==> src/rtl/eirq_pkg.sv <==
`timescale 1ns/1ps
package eirq_pkg;

    localparam int CFG_W   = 16;
    localparam int LVL_W   = 4;
    localparam int BASE_LV = 8;
    localparam logic [CFG_W-1:0] CFG_RST = 16'h4000;

    typedef enum logic [1:0] {
        DET_FALL    = 2'b00,
        DET_RISE    = 2'b01,
        DET_LOW     = 2'b10,
        DET_LOW_ALT = 2'b11
    } det_mode_e;

    typedef struct packed {
        logic        mask_all;
        logic        enc_mode;
        logic        nmi_blk_ok;
        logic        spare;
        logic [11:0] modes;
    } cfg_t;

    function automatic logic mode_is_level(det_mode_e m);
        return m[1];
    endfunction

    function automatic logic [LVL_W-1:0] pin_level(int idx);
        return LVL_W'(BASE_LV + idx);
    endfunction

    // Code of all ones means idle; otherwise level is the inverted code.
    function automatic logic [LVL_W-1:0] enc_to_level(logic [LVL_W-1:0] v);
        return (v == '1) ? '0 : ~v;
    endfunction

endpackage

==> src/rtl/eirq_sync.sv <==
`timescale 1ns/1ps
module eirq_sync #(
    parameter int W = 7
) (
    input  logic         clk,
    input  logic         rst,
    input  logic [W-1:0] din,
    output logic [W-1:0] cur,
    output logic [W-1:0] prev
);
    logic [W-1:0] meta_q;
    logic [W-1:0] cur_q;
    logic [W-1:0] prev_q;

    // Idle level of all pins is high; reset to that so no false edge appears.
    always_ff @(posedge clk) begin
        if (rst) begin
            meta_q <= '1;
            cur_q  <= '1;
            prev_q <= '1;
        end else begin
            meta_q <= din;
            cur_q  <= meta_q;
            prev_q <= cur_q;
        end
    end

    assign cur  = cur_q;
    assign prev = prev_q;
endmodule

==> src/rtl/eirq_pin_det.sv <==
`timescale 1ns/1ps
module eirq_pin_det
    import eirq_pkg::*;
(
    input  logic      clk,
    input  logic      rst,
    input  logic      cur,
    input  logic      prev,
    input  det_mode_e mode,
    input  logic      force_off,
    input  logic      clr,
    output logic      pend
);
    logic hit;
    logic lvl_mode;
    logic latch_q;

    assign lvl_mode = mode_is_level(mode);

    always_comb begin
        unique case (mode)
            DET_FALL: hit = prev & ~cur;
            DET_RISE: hit = ~prev & cur;
            default:  hit = 1'b0;
        endcase
    end

    always_ff @(posedge clk) begin
        if (rst || force_off || lvl_mode) begin
            latch_q <= 1'b0;
        end else if (hit) begin
            latch_q <= 1'b1;
        end else if (clr) begin
            latch_q <= 1'b0;
        end
    end

    always_comb begin
        if (force_off)
            pend = 1'b0;
        else if (lvl_mode)
            pend = ~cur;
        else
            pend = latch_q;
    end
endmodule

==> src/rtl/eirq_prio.sv <==
`timescale 1ns/1ps
module eirq_prio
    import eirq_pkg::*;
#(
    parameter int N = 6
) (
    input  logic [N-1:0]     pend,
    input  logic             enc_en,
    input  logic [LVL_W-1:0] enc_val,
    input  logic             mask,
    output logic [LVL_W-1:0] level
);
    logic [LVL_W-1:0] best;

    always_comb begin
        best = enc_en ? enc_to_level(enc_val) : '0;
        for (int i = 0; i < N; i++) begin
            if (pend[i] && (pin_level(i) > best))
                best = pin_level(i);
        end
        level = mask ? '0 : best;
    end
endmodule

==> src/rtl/ext_irq_ctrl.sv <==
`timescale 1ns/1ps
module ext_irq_ctrl
    import eirq_pkg::*;
#(
    parameter int NUM_IRQ  = 6,
    parameter int ENC_PINS = LVL_W
) (
    input  logic               clk,
    input  logic               rst,
    input  logic               cfg_we,
    input  logic [CFG_W-1:0]   cfg_wdata,
    output logic [CFG_W-1:0]   cfg_rdata,
    input  logic [NUM_IRQ-1:0] irq_pin,
    input  logic               nmi_pin,
    input  logic               blk_bit,
    input  logic               standby,
    input  logic [NUM_IRQ-1:0] clr_irq,
    input  logic               clr_nmi,
    output logic [NUM_IRQ-1:0] irq_pend,
    output logic [LVL_W-1:0]   req_level,
    output logic               nmi_req
);
    localparam int SYNC_W = NUM_IRQ + 1;

    cfg_t              cfg_q;
    logic [SYNC_W-1:0] s_cur;
    logic [SYNC_W-1:0] s_prev;
    logic              nmi_sync;
    logic              nmi_pend;
    logic              mask_now;
    logic              nmi_blocked;
    logic              nmi_sleep;

    always_ff @(posedge clk) begin
        if (rst)
            cfg_q <= cfg_t'(CFG_RST);
        else if (cfg_we)
            cfg_q <= cfg_t'(cfg_wdata);
    end
    assign cfg_rdata = cfg_q;

    eirq_sync #(.W(SYNC_W)) u_sync (
        .clk  (clk),
        .rst  (rst),
        .din  ({nmi_pin, irq_pin}),
        .cur  (s_cur),
        .prev (s_prev)
    );
    assign nmi_sync = s_cur[NUM_IRQ];

    for (genvar g = 0; g < NUM_IRQ; g++) begin : g_pin
        logic off;
        if (g < ENC_PINS) begin : g_enc
            assign off = cfg_q.enc_mode;
        end else begin : g_ind
            assign off = 1'b0;
        end
        eirq_pin_det u_det (
            .clk       (clk),
            .rst       (rst),
            .cur       (s_cur[g]),
            .prev      (s_prev[g]),
            .mode      (det_mode_e'(cfg_q.modes[2*g +: 2])),
            .force_off (off),
            .clr       (clr_irq[g]),
            .pend      (irq_pend[g])
        );
    end

    eirq_pin_det u_nmi_det (
        .clk       (clk),
        .rst       (rst),
        .cur       (nmi_sync),
        .prev      (s_prev[NUM_IRQ]),
        .mode      (DET_FALL),
        .force_off (1'b0),
        .clr       (clr_nmi),
        .pend      (nmi_pend)
    );

    assign nmi_blocked = blk_bit & ~cfg_q.nmi_blk_ok;
    assign nmi_sleep   = standby & cfg_q.mask_all;
    assign nmi_req     = nmi_pend & ~nmi_blocked & ~nmi_sleep;
    assign mask_now    = cfg_q.mask_all & ~nmi_sync;

    eirq_prio #(.N(NUM_IRQ)) u_prio (
        .pend    (irq_pend),
        .enc_en  (cfg_q.enc_mode),
        .enc_val (s_cur[LVL_W-1:0]),
        .mask    (mask_now),
        .level   (req_level)
    );
endmodule

==> config.mk <==
export PLATFORM = sky130hd
export DESIGN_NAME = ext_irq_ctrl
export DESIGN_NICKNAME = d
export VERILOG_FILES = /design/src/rtl/eirq_pkg.sv /design/src/rtl/eirq_sync.sv /design/src/rtl/eirq_pin_det.sv /design/src/rtl/eirq_prio.sv /design/src/rtl/ext_irq_ctrl.sv
export SDC_FILE = /design/constraint.sdc
export NUM_CORES = 1
export LEC_CHECK = 0
export BUFFER_PORTS_ARGS = -buffer_cell sky130_fd_sc_hd__buf_2
export CAP_MARGIN = 20
export CELL_PAD_IN_SITES_DETAIL_PLACEMENT = 1
export CELL_PAD_IN_SITES_GLOBAL_PLACEMENT = 2
export CORE_ASPECT_RATIO = 0.75
export CORE_MARGIN = 3
export CORE_UTILIZATION = 30
export DETAILED_ROUTE_END_ITERATION = 10
export GPL_TIMING_DRIVEN = 0
export PLACE_DENSITY_LB_ADDON = 0.1
export SETUP_SLACK_MARGIN = 0.4
export SLEW_MARGIN = 20
export SYNTH_ARGS = -nofsm -noshare
export SYNTH_HDL_FRONTEND = slang
export SYNTH_SLANG_ARGS = --single-unit
==> constraint.sdc <==
create_clock -name clk -period 3 [get_ports clk]
set_input_delay 0.6 -clock clk [delete_from_list [all_inputs] [get_ports clk]]
set_output_delay 0.6 -clock clk [all_outputs]
set_load 0.02 [all_outputs]
---- After elaboration in Yosys (flattened, before gate mapping) ----
Index checks and enable logic that the tools add are counted.
storage, ports and cells
  bits in registers ....................... 44
  input port bits ......................... 35
  output and inout bits ................... 27
  logic and storage cells ................. 128
operators by class
  $lt $le $gt $ge ......................... 6
  eq/ne operators ......................... 7
  multiplexer cells ....................... 39
  bitwise operators ....................... 35
  reduce and logical (&&, ||, !) cells .... 26
operators by type and width
  cell                                                                   count
  4-bit 2-to-1 mux                                                       9
  4-bit greater-than comparator, first input constant                    6
  1-bit 2-to-1 mux                                                       24
  1-bit bitwise AND                                                      18
  1-bit inverter                                                         16
  2-bit nonzero test                                                     7
  2-bit by 1-bit equality test with 1-bit output, second input constant  6
  2-bit logical NOT                                                      6
  1-bit case mux with 2 select lines                                     6
  1-bit logical OR                                                       7
  1-bit logical AND                                                      6
  4-bit equality test, second input constant                             1
  4-bit inverter                                                         1

---- Longest topological paths before layout ----
  word-level depth ........................ 22
  gate-level depth with buffers ........... 6
  gate-level depth less buffers ........... 5

---- Hierarchy ----
A second synthesis with hierarchy kept.
unflattened totals
  cells, all modules ...................... 188
  area, all modules ....................... 1834.3 µm²
by module, submodules not included
  module        times used  cells each  area each (µm²)  sequential area each (µm²)
  ext_irq_ctrl  1           58          615.6            320.3
  eirq_sync     1           44          561.8            420.4
  eirq_pin_det  7           8           66.3             20.0
  eirq_prio     1           30          192.7            0.0

---- Least setup slack after synthesis ----
Ideal clock, no wire load.
  kind .................................... register to output
  start point ............................. register cfg_q (netlist bit cfg_rdata[5])
  end point ............................... output port req_level[1]
  data arrival time ....................... 1676 ps
  required time ........................... 2400 ps
  slack ................................... 724 ps
  cell stages (with the launch flop) ...... 6
  path buffers ............................ 0
  path through ............................ dfxtp_1 > or2b_1 > a41oi_1 > or4_4 > nand2_1 > a211oi_1
between the ends
  word-level cells in the longest chain between the ends .. 14
RTL lines
  item                           RTL line            text
  from (decl)                    ext_irq_ctrl.sv:25  cfg_t cfg_q;
  from (signal assigned)         ext_irq_ctrl.sv:36  cfg_q <= cfg_t'(CFG_RST);
  from (signal assigned)         ext_irq_ctrl.sv:38  cfg_q <= cfg_t'(cfg_wdata);
  1-bit 2-to-1 mux *             eirq_pin_det.sv:41  else if (lvl_mode)
  1-bit 2-to-1 mux *             eirq_pin_det.sv:39  if (force_off)
  1-bit logical AND *            eirq_prio.sv:18     if (pend[i] && (pin_level(i) > best))
  4-bit 2-to-1 mux *             eirq_prio.sv:18
  4-bit greater-than comparator  eirq_prio.sv:18
  1-bit logical AND              eirq_prio.sv:18
  4-bit 2-to-1 mux *             eirq_prio.sv:18
  4-bit greater-than comparator  eirq_prio.sv:18
  1-bit logical AND              eirq_prio.sv:18
  4-bit 2-to-1 mux *             eirq_prio.sv:18
  4-bit greater-than comparator  eirq_prio.sv:18
  1-bit logical AND              eirq_prio.sv:18
  4-bit 2-to-1 mux *             eirq_prio.sv:18
  4-bit 2-to-1 mux *             eirq_prio.sv:21     level = mask ? '0 : best;
  to (decl)                      ext_irq_ctrl.sv:20  output logic [LVL_W-1:0] req_level,
Every way passes the cells marked *; elsewhere a longest branch is shown, timed or not.

---- Worst setup path in the final report ----
  start point ............................. register cfg_q (netlist bit cfg_rdata[7])
  end point ............................... output port req_level[0]
between the ends
  word-level cells in the longest chain between the ends .. 11
RTL lines
  item                           RTL line
  1-bit 2-to-1 mux *             eirq_pin_det.sv:41
  1-bit 2-to-1 mux *             eirq_pin_det.sv:39
  1-bit logical AND *            eirq_prio.sv:18
  4-bit 2-to-1 mux *             eirq_prio.sv:18
  4-bit greater-than comparator  eirq_prio.sv:18
  1-bit logical AND              eirq_prio.sv:18
  4-bit 2-to-1 mux *             eirq_prio.sv:18
  4-bit greater-than comparator  eirq_prio.sv:18
  1-bit logical AND              eirq_prio.sv:18
  4-bit 2-to-1 mux *             eirq_prio.sv:18
  4-bit 2-to-1 mux *             eirq_prio.sv:21
Marks and branches as above.

==> impl_summary.txt <==
----------------------------------------------------
[Layout]
  Nets ... 298
  Total non-filler cell area in the finished layout ... roughly 2400 µm²
  Post-route non-filler standard cell count ... around 340
  Diode insertion count for antenna repair ... 0
  Share of final-layout standard cells stronger than drive strength 1 ... 46.6%
  Most frequent cells in the layout ... sky130_fd_sc_hd__buf_2 (61), sky130_fd_sc_hd__nor2_1 (36), sky130_fd_sc_hd__dfxtp_1 (36)
  Leading cell type in the layout, fill and taps excluded ... sky130_fd_sc_hd__buf_2
  Fill cell count ... ~670
  Synthesis-to-finish area growth ... 35.3%

[Clock network]
  Htree depth ... 2
  Skew-Pair Late Insertion Delay ... about 300 ps
  CTS Root Cell ... sky130_fd_sc_hd__clkbuf_8
  Clock tree from TritonCTS ... built
  Maximum clock insertion buffer count ... 2
  Clock sink total ... 44
  Clock transition at the registers of the reported paths ... 90 ps
  Inserted Clock Buffers ... 5

[GRT]
  Via count of the first global-routing pass ... 1464
  Global-route wire length before repair ... 6980 µm
  Maximum number of pins on one net before global-route repair ... 15
  Antenna violations before repair ... 0
  Overall routing resource usage ... between 10% and 20%
  GRT overflow ... 0

[STA]
  Share of the clock period used by the worst path ... 85.7%
  Post-Route Skew ... 5.58 ps
  F_max ... about 400 MHz
  Tmin final ... 2570 ps
  Transition time at the pin with the least slew margin ... ~570 ps
  Fin. max-slew vios ... 0
  Total Negative Setup Slacks ... 0 ps
  Worst slew margin ... 62.1%
  Final hold viol count ... 0
  Setup violation total in the final timing report ... 0
  Unrepaired setup endpoints after global routing ... yes
  Worst Setup Slack, final ... 428 ps

[Critical path]
  Launching element of the worst setup path ... cfg_rdata[7]$_SDFFE_PP0P_
  CP startpoint kind ... register
  Slowest stage cell on the critical path ... sky130_fd_sc_hd__or4_4
  R2r startpoint ... g_pin[0].off$_SDFFE_PP1P_
  Worst path bufs/invs ... 1
  Crit path arrival time ... around 2000 ps
  Required time of the critical path ... 2400 ps
  Worst-path maximum fanout ... 5
  Crit path kind ... register to output port
  Worst setup EP type ... output port
  Slowest Stage Delay on Critical Path ... around 510 ps
  Series of cell instances along the critical path ... nand2b_4 > a41oi_2 > or4_4 > a41o_1 > a21oi_2 > buf_6
  CP top delay family ... simple AND/OR/NAND/NOR gates

[Floorplanning]
  Core outline area ... 5500 µm²
  Number of standard-cell rows in the floorplan ... 23
  DIE HEIGHT ... between 70 and 80 µm
  Die Width ... around 94 µm
  Initial cell density of the core ... a little under a third
  Die Outline Area ... roughly 7000 µm²
  IO Pins ... 62

[Hold path]
  HP Class ... register to register
  Critical hold path startpoint ... u_sync.meta_q[2]$_SDFF_PP1_

[Place]
  Post-placement cell area ... ~2100 µm²
  Minimum setup slack after placement ... about 720 ps
  Last weighted congestion value of the routability-driven placer ... 0.750
  Number of placed instances with taps included ... between 300 and 400
  Number of input and output port buffers inserted ... 60

[Detailed routing]
  DRC violation count after routing ... 0
  Remaining number of nets flagged by the antenna check after routing ... 0
  Wire length per cell ... about 13 µm
  Via count ... 1519
  Number of DRC markers after the initial detailed-route iteration ... 18
  Number of iterations in the first detailed-routing pass ... 4
  Aggregate routed wire length ... 4430 µm
  Detailed-route vias per instance ... approximately 4.5

[Synth]
  YS warnings ... 0
  Post-synthesis cell area ... about 1800 µm²
  Post-Syn Area per Cell ... 9.18 µm²
  Post-Syn Instances ... 191
  Post-Synthesis Net Count ... around 230
  #FFs+latches synth ... 44
  Post-synthesis sequential area ratio ... between 50% and 60%
  Number of different library cells in the post-synthesis netlist ... 32

[Power]
  Pwr dens ... between 500 and 600 nW/µm²
  PnR Total Power ... 0.00129 W
  Leak pwr ... ~1.1 nW
  Peak VDD IR ... around 230 µV

[Outcome]
  Run status ... completed

[Flow run]
  Number of maximum-capacitance violations ... 0

----------------------------------------------------
## report_power, final
| group | total [W] | internal, W | switching, W |
|---|---|---|---|
| combinational | 0.000184 | 0.0000867 | 0.0000970 |
| sequential | 0.000630 | 0.000608 | 0.0000214 |
| clock | 0.000479 | 0.000272 | 0.000206 |
| total | 0.00129 | 0.000967 | 0.000325 |
## final timing paths
kind / slack (ps) / to / depth (start not counted)
setup / recovery: 430 / req_level[0] / 6
hold reg to reg: 410 / u_sync.cur[2]$_SDFF_PP1_ / 1
hold / removal: 410 / u_sync.cur[2]$_SDFF_PP1_ / 1
setup reg to reg: 2000 / g_pin[0].u_det.latch_q$_SDFFE_PP0P_ / 3
## routing by layer
| metal | up-vias | GRT usage [%] | wire length [µm] |
|---|---|---|---|
| met1 | 704 | 18.3 | 2160 |
| met2 | 38 | 21.1 | 1960 |
| met3 | 7 | 3.42 | 241 |
| met4 | 0 | 5.29 | 73 |
| met5 | - | 0 | 0 |
| li1 | 770 | - | - |
## flip-flops by register name, indices dropped and copies added (netlist names)
signal,cells
cfg_rdata,15
u_sync.meta_q,7
u_sync.prev,7
u_sync.cur,7
g_pin.u_det.latch_q,6
u_nmi_det.latch_q,1
g_pin.off,1
## worst reg2reg max path, cell delays in order, from the launching register on
cell and delay [ps]:
sky130_fd_sc_hd__dfxtp_4 360, sky130_fd_sc_hd__buf_8 140, sky130_fd_sc_hd__buf_4 130, sky130_fd_sc_hd__nor4_1 270
## Yosys cell counts
master | instances | area share (%)
sky130_fd_sc_hd__and2b_1 | 1 | 0.43
sky130_fd_sc_hd__nor3_1 | 2 | 0.57
sky130_fd_sc_hd__clkinv_1 | 1 | 0.21
sky130_fd_sc_hd__nor4_1 | 4 | 1.4
sky130_fd_sc_hd__or2b_1 | 2 | 0.86
sky130_fd_sc_hd__o21ai_0 | 3 | 0.86
sky130_fd_sc_hd__a21oi_2 | 1 | 0.50
sky130_fd_sc_hd__o211ai_1 | 1 | 0.43
sky130_fd_sc_hd__or4_4 | 1 | 0.64
sky130_fd_sc_hd__and2_1 | 1 | 0.36
sky130_fd_sc_hd__buf_4 | 7 | 3.0
sky130_fd_sc_hd__nor2_1 | 37 | 7.9
sky130_fd_sc_hd__dfxtp_1 | 44 | 50
sky130_fd_sc_hd__a21oi_1 | 2 | 0.57
sky130_fd_sc_hd__a21o_1 | 1 | 0.43
sky130_fd_sc_hd__and2_2 | 1 | 0.43
sky130_fd_sc_hd__nand2b_1 | 2 | 0.71
sky130_fd_sc_hd__nand2_1 | 9 | 1.9
sky130_fd_sc_hd__mux2i_1 | 15 | 8.6
sky130_fd_sc_hd__a41o_1 | 1 | 0.57
sky130_fd_sc_hd__inv_1 | 11 | 2.4
sky130_fd_sc_hd__a211oi_1 | 3 | 1.3
sky130_fd_sc_hd__or2_2 | 21 | 7.5
sky130_fd_sc_hd__clkbuf_1 | 4 | 0.86
sky130_fd_sc_hd__o21bai_1 | 1 | 0.43
sky130_fd_sc_hd__nand2b_2 | 1 | 0.50
sky130_fd_sc_hd__a41oi_1 | 1 | 0.50
sky130_fd_sc_hd__a221oi_1 | 7 | 3.5
sky130_fd_sc_hd__o22ai_1 | 2 | 0.71
sky130_fd_sc_hd__o21ba_2 | 1 | 0.57
sky130_fd_sc_hd__buf_2 | 2 | 0.57
sky130_fd_sc_hd__buf_6 | 1 | 0.64
## repair_timing
action                     in CTS  in global routing
cloned                          0                  0
hold buffers                    0                  0
resized for setup               4                 18
pin swaps                       0                  2
setup endpoints to repair       1                  2
setup buffers                   0                  5
## metrics by stage
| stage | utilization, % | hold WS, ps |
|---|---|---|
| 5_1_grt | 43.2 | 428 |
| 3_3_place_gp | 39.1 | 390 |
| 2_1_floorplan | - | 389 |
| 3_5_place_dp | 39.1 | 395 |
| 6_report | 43.2 | 413 |
| 4_1_cts | 41.4 | 416 |
## layout make-up
| class | count | area (µm²) | share of cell area (%) |
|---|---|---|---|
| Sequential cell | 44 | 903 | 38.1 |
| Multi-Input combinational cell | 121 | 769 | 32.4 |
| Timing Repair Buffer | 65 | 344 | 14.5 |
| Tap cell | 75 | 93.8 | 3.95 |
| Buffer | 14 | 92.6 | 3.90 |
| Clock buffer | 6 | 82.6 | 3.48 |
| Inverter | 12 | 48.8 | 2.06 |
| Clock inverter | 2 | 38.8 | 1.63 |
## cell families (layout without fill, tap and decap cells)
logic type             after synthesis  in the layout  synth area share, %
and+or+nand+nor                     82             82                 23.3
DFF                                 44             44                 50.2
buffers and inverters               26             99                 7.63
AOI/OAI and AO/OA                   24             24                 10.3
muxes                               15             15                 8.56
Power figures use the tool's default switching activity.
